### src/rtl/crit_irq_accept.sv
module crit_irq_accept #(
  parameter int PC_W    = 32,
  parameter int MSR_W   = 32,
  parameter int OFS_W   = 12,
  parameter int VEC_OFS = 'h020,
  parameter int CE_POS  = 17,
  parameter int GS_POS  = 28,
  parameter int SYN_W   = 16
) (
  input  logic                  clk,
  input  logic                  rst_n,
  input  logic                  crit_req_async,
  input  logic                  hi_pri_pend,
  input  logic [PC_W-1:0]       cur_pc,
  input  logic [PC_W-OFS_W-1:0] ivpr_pfx,
  input  logic                  msr_wr,
  input  logic [MSR_W-1:0]      msr_wdata,
  input  logic                  rfci,
  input  logic                  syn_upd,
  input  logic [1:0]            syn_mode,
  input  logic [SYN_W-1:0]      syn_bits,
  output logic                  take,
  output logic                  ret,
  output logic [PC_W-1:0]       redirect_pc,
  output logic [MSR_W-1:0]      msr,
  output logic [PC_W-1:0]       csrr0,
  output logic [MSR_W-1:0]      csrr1,
  output logic [SYN_W-1:0]      syn
);

  localparam logic [OFS_W-1:0] OFS = OFS_W'(VEC_OFS);
  localparam logic [MSR_W-1:0] EN_MASK = (MSR_W'(1) << CE_POS) | (MSR_W'(1) << GS_POS);

  logic req_s1, req_s2;
  logic enabled, accept;
  logic [SYN_W-1:0] syn_low;

  assign enabled = msr[CE_POS] | msr[GS_POS];
  assign accept  = req_s2 & enabled & ~hi_pri_pend & ~rfci;
  assign syn_low = syn_bits & (~syn_bits + SYN_W'(1));

  always_ff @(posedge clk) begin
    if (!rst_n) begin
      req_s1 <= 1'b0;
      req_s2 <= 1'b0;
    end else begin
      req_s1 <= crit_req_async;
      req_s2 <= req_s1;
    end
  end

  always_ff @(posedge clk) begin
    if (!rst_n) begin
      take        <= 1'b0;
      ret         <= 1'b0;
      redirect_pc <= '0;
      msr         <= '0;
      csrr0       <= '0;
      csrr1       <= '0;
    end else begin
      take <= accept;
      ret  <= rfci;
      if (rfci) begin
        msr         <= csrr1;
        redirect_pc <= csrr0;
      end else if (accept) begin
        csrr0       <= cur_pc;
        csrr1       <= msr;
        msr         <= msr & ~EN_MASK;
        redirect_pc <= {ivpr_pfx, OFS};
      end else if (msr_wr) begin
        msr <= msr_wdata;
      end
    end
  end

  always_ff @(posedge clk) begin
    if (!rst_n)
      syn <= '0;
    else if (syn_upd) begin
      case (syn_mode)
        2'd1:    syn <= syn_low;
        2'd2:    syn <= syn_bits;
        default: syn <= syn;
      endcase
    end
  end

endmodule

### config.mk
export PLATFORM = sky130hd
export DESIGN_NAME = crit_irq_accept
export DESIGN_NICKNAME = d
export VERILOG_FILES = /design/src/rtl/crit_irq_accept.sv
export SDC_FILE = /design/constraint.sdc
export NUM_CORES = 1
export LEC_CHECK = 0
export BUFFER_PORTS_ARGS = -buffer_cell sky130_fd_sc_hd__buf_2
export CELL_PAD_IN_SITES_DETAIL_PLACEMENT = 0
export CELL_PAD_IN_SITES_GLOBAL_PLACEMENT = 1
export CORE_ASPECT_RATIO = 1.5
export CORE_MARGIN = 3
export CORE_UTILIZATION = 33
export DETAILED_ROUTE_END_ITERATION = 10
export GPL_TIMING_DRIVEN = 1
export PLACE_DENSITY = 0.9
export SKIP_LAST_GASP = 1
export SYNTH_ARGS = -nofsm -noshare
export SYNTH_HDL_FRONTEND = slang
export SYNTH_SLANG_ARGS = --single-unit
### constraint.sdc
create_clock -name clk -period 1.55 [get_ports clk]
set_input_delay 0 -clock clk [delete_from_list [all_inputs] [get_ports clk]]
set_output_delay 0 -clock clk [all_outputs]
set_load 0.01 [all_outputs]
### Word level (Yosys, flattened, before mapping)

Cells that the tools add are included.

| storage, ports and cells | value |
|---|---|
| register bits after elaboration | 148 |
| input port bits | 109 |
| output and inout bits | 146 |
| logic and storage cells | 35 |

| operators by class | value |
|---|---|
| $add $sub $neg | 1 |
| equality and inequality tests | 3 |
| mux-type cells | 6 |
| bitwise gates (word level) | 8 |
| reductions and logical operators | 7 |

Operator list:

| cell | count |
|---|---|
| 2-to-1 mux 32 bit | 5 |
| case mux 16 bit (2 select lines) | 1 |
| adder 16 x 1 -> 16 bit, second input constant | 1 |
| bitwise AND 16 bit | 1 |
| inverter 16 bit | 1 |
| AND reduction 2 bit | 3 |
| nonzero test 2 bit | 3 |
| bitwise AND 1 bit | 3 |
| nonzero test 3 bit | 1 |
| equality test 2 x 1 -> 1 bit, second input constant | 1 |
| equality test 2 bit, second input constant | 1 |
| != test 2 bit, second input constant | 1 |
| inverter 1 bit | 2 |
| bitwise OR 1 bit | 1 |

### Logic depth before layout (Yosys ltp)

| logic depth | value |
|---|---|
| depth after elaboration | 6 |
| mapped depth | 7 |
| depth with buffers taken out | 6 |

### Worst setup path before layout

Ideal clock, no wire load.

| timing path | value |
|---|---|
| path kind | reg-to-reg |
| start point | register msr[28] |
| end point | register csrr1[10] |
| library setup time | 132 ps |
| arrival | 1264 ps |
| data required time | 1418 ps |
| slack | 154 ps |
| cell stages (with the launch flop) | 7 |
| path buffers | 2 |
| period minus slack after synthesis | 1396 ps |
| cells stage by stage | dfxtp_1 > nor2_4 > or3_1 > buf_2 > buf_2 > nand2_1 > a21oi_1 |

| on the way | value |
|---|---|
| longest elaborated chain between the ends | 5 |

RTL lines:

| item | line | source |
|---|---|---|
| from (decl) | 25 | `output logic [MSR_W-1:0] msr,` |
| from (signal assigned) | 64 | `msr <= csrr1;` |
| from (signal assigned) | 69 | `msr <= msr & ~EN_MASK;` |
| from (signal assigned) | 72 | `msr <= msr_wdata;` |
| bitwise OR 1 bit | 38 | `assign enabled = msr[CE_POS] \| msr[GS_POS];` |
| bitwise AND 1 bit (3 in series) | 39 | `assign accept = req_s2 & enabled & ~hi_pri_pend & ~rfci;` |
| AND reduction 2 bit (no source line) | n/a |  |
| to (signal assigned) | 68 | `csrr1 <= msr;` |
| to (decl) | 27 | `output logic [MSR_W-1:0] csrr1,` |

Every way passes these cells.
A chain may end at the register's enable or synchronous reset.

### Final worst setup path

| timing path | value |
|---|---|
| start point | register req_s2 |
| end point | register csrr0[16] |

| on the way | value |
|---|---|
| longest elaborated chain between the ends | 4 |

RTL lines:

| item | line | source |
|---|---|---|
| from (decl) | 34 | `logic req_s1, req_s2;` |
| from (signal assigned) | 48 | `req_s2 <= req_s1;` |
| bitwise AND 1 bit (3 in series) | 39 |  |
| AND reduction 2 bit (no source line) | n/a |  |
| to (signal assigned) | 67 | `csrr0 <= cur_pc;` |
| to (decl) | 26 | `output logic [PC_W-1:0] csrr0,` |

Every way passes these cells.

==> impl_metrics.ini <==
[outcome]
status = finished, final reports clean

[global_route]
antenna_found_initial = 0
grt_usage = 0.2050
grt_max_degree = 108
grt_pass1_vias = 6331
grt_overflow = 0
grt_first_pass_wirelength_microns = 31660

[critical_path]
endpoint_kind = flip-flop
startpoint_type = flip-flop
critPathRequiredTime_ns = 1.83
cp_max_fo = 43
arrival_ns = 1.76
path_class = flip-flop to flip-flop

[synth]
syn_avg_cell_area_sq_um = 8.260
synth_cell_types = 38
synthCells = 700
ys_ff_latch = 148
syn-cell-area_sq_mm = 0.005782
synth_area_leaders = dfxtp_1 (51%), nand2_1 (13%), a21oi_1 (10%)
syn_nets = 810
synth-seq-area-share = 0.5124
yosysTopAreaCell = dfxtp_1
yosys.area.top_type_share = 0.5124
yosys_warnings = 0

[detailed_routing]
drc = 0
via_count = 6222
wl_per_cell_microns = 15.57
drt_wl_total_microns = 19680
drtAntennaViolNets = 0
drtPass1Iterations = 4
drt-initial-drc-count = 310
vias_per_cell = 4.922

[floorplan]
rows = 58
core_sq_mm = 0.01698
dieArea_sq_mm = 0.01918
initial_core_util = 0.3405
pin_count = 255
die_y_microns = 168.1
fp.dieW_microns = 114.1

[sta]
tightest_slew_ns = 0.4909
setup_viol = 0
slew_headroom = 0.6727
skew_ns = 0.01489
finalSetupTns_ns = 0
fin_crit_ns = 1.477
fmax_ghz = 0.6770
setup_ws_ns = 0.07285
hold_viol = 0
rsz0062_at_grt = no
finalMaxSlewViolations = 0
finalCritPeriodShare = 0.9530
worst_hold_slack_ns = 0.02924

[clocking]
clock-root-buffer = clkbuf_16
clkTransAtPathRegs_ns = 0.06
cts_tree = yes
postCtsSetupRepairBufs = 0
cts_sinks = 148
htree_levels = 4
cts_buffers = 17
insertion_delay_ns = 0.41
max-clock-path-buffers = 2

[pwr]
fin_total_pwr_mw = 8.921
cellLeakagePower_nw = 3.945
vdd_ir_drop_max_uv = 726.3
powerDensity_mw_per_mm2 = 992.9

[cells_and_area]
antenna-diode-count = 0
mostFrequentLayoutCell = buf_2
mostFrequentLayoutCells = buf_2 (254), nand2_1 (194), dfxtp_1 (148)
drive_above_1_share = 0.3046
syn2layout_area_growth_pct = 55.40
nets = 1151
final_area_sq_mm = 0.008985

[placed_design]
dpl_cell_area_sq_mm = 0.007361
port_buffers = 254
finalWeightedCongestion = 0.8586
dp_worst_setup_slack_ns = -0.03344
post-dp-hpwl_microns = 12790

[job]
cap_violations = 0

[min_path]
hp-class = input pin to flip-flop
## final cells by class
class	count	area (sq um)
clock buffer	20	446.7
clock inverter	12	128.9
fill	1535	7996
inverter	6	25.02
multi-input combinational	490	2574
sequential	148	2963
tap	210	262.8
timing repair buffer	378	2585
## cells in the mapped netlist (all sizes together)
cell type,instances
nand2,194
dfxtp,148
a21oi,118
o21ai,39
mux2i,32
clkbuf,31
nor2,30
buf,25
nand3,24
a311oi,21
inv,6
nor4,5
nor3,4
o211ai,4
or3,3
and2,2
nand2b,2
nor2b,2
a22o,1
a2bb2oi,1
a31oi,1
a32o,1
and4,1
ha,1
mux2,1
o21bai,1
o31ai,1
or2,1
## state kept, by name, summed over array words and instances, names as in the netlist
signal       count
msr             32
take             1
req_s2           1
redirect_pc     32
ret              1
csrr0           32
csrr1           32
req_s1           1
syn             16
## kinds of logic (layout without fill, tap and decap cells)
kind of cell | after synthesis | count (layout) | synth area share
compound gates | 188 | 188 | 0.1814
mux | 33 | 33 | 0.05735
buf+inv | 62 | 416 | 0.04761
simple gates | 268 | 268 | 0.1991
fa+ha+maj | 1 | 1 | 0.002164
flops | 148 | 148 | 0.5124
## stage by stage
stage,util,instances
after floorplan,-,700
after CTS,0.5282,1264
final,0.5291,1264
after detailed placement,0.4335,1129
after global placement,0.4335,1129
after global routing,0.5291,1264
## power by group
| group | total, mW | internal, mW | switching, mW |
|---|---|---|---|
| sequential | 3.96 | 3.90 | 0.0609 |
| combinational | 0.943 | 0.489 | 0.454 |
| clock | 4.02 | 2.41 | 1.61 |
| total | 8.92 | 6.80 | 2.12 |
## worst paths after layout
kind / from / end / slack (ns) / cells past startpoint
max: req_s2$_SDFF_PN0_ / csrr0[16]$_SDFFE_PN0P_ / 0.07 / 5
min: rst_n / syn[12]$_SDFFE_PN0P_ / 0.03 / 3
max reg2reg: req_s2$_SDFF_PN0_ / csrr0[16]$_SDFFE_PN0P_ / 0.07 / 5
min reg2reg: syn[1]$_SDFFE_PN0P_ / syn[1]$_SDFFE_PN0P_ / 0.45 / 2
## metal layers
metal,vias up,share of wire,track usage
li1,3079,-,-
met1,2841,0.38,0.2202
met2,238,0.52,0.3661
met3,64,0.054,0.04603
met4,0,0.048,0.1116
met5,-,0,0
## worst max-delay path: stages (launching register included)
cell and delay [ns]:
dfxtp_1 0.35, nand2b_4 0.07, or3_2 0.52, buf_12 0.22, nand2_1 0.09, a21oi_1 0.06
## what timing repair did
| action | 4_1_cts | 5_1_grt |
|---|---|---|
| hold buffers | 103 | 0 |
| endpoints found under the setup margin | 12 | 5 |
| endpoints found under the hold margin | 100 | 0 |
| gates resized for setup | 1 | 3 |
No activity file was read; power rests on OpenSTA's default activity.
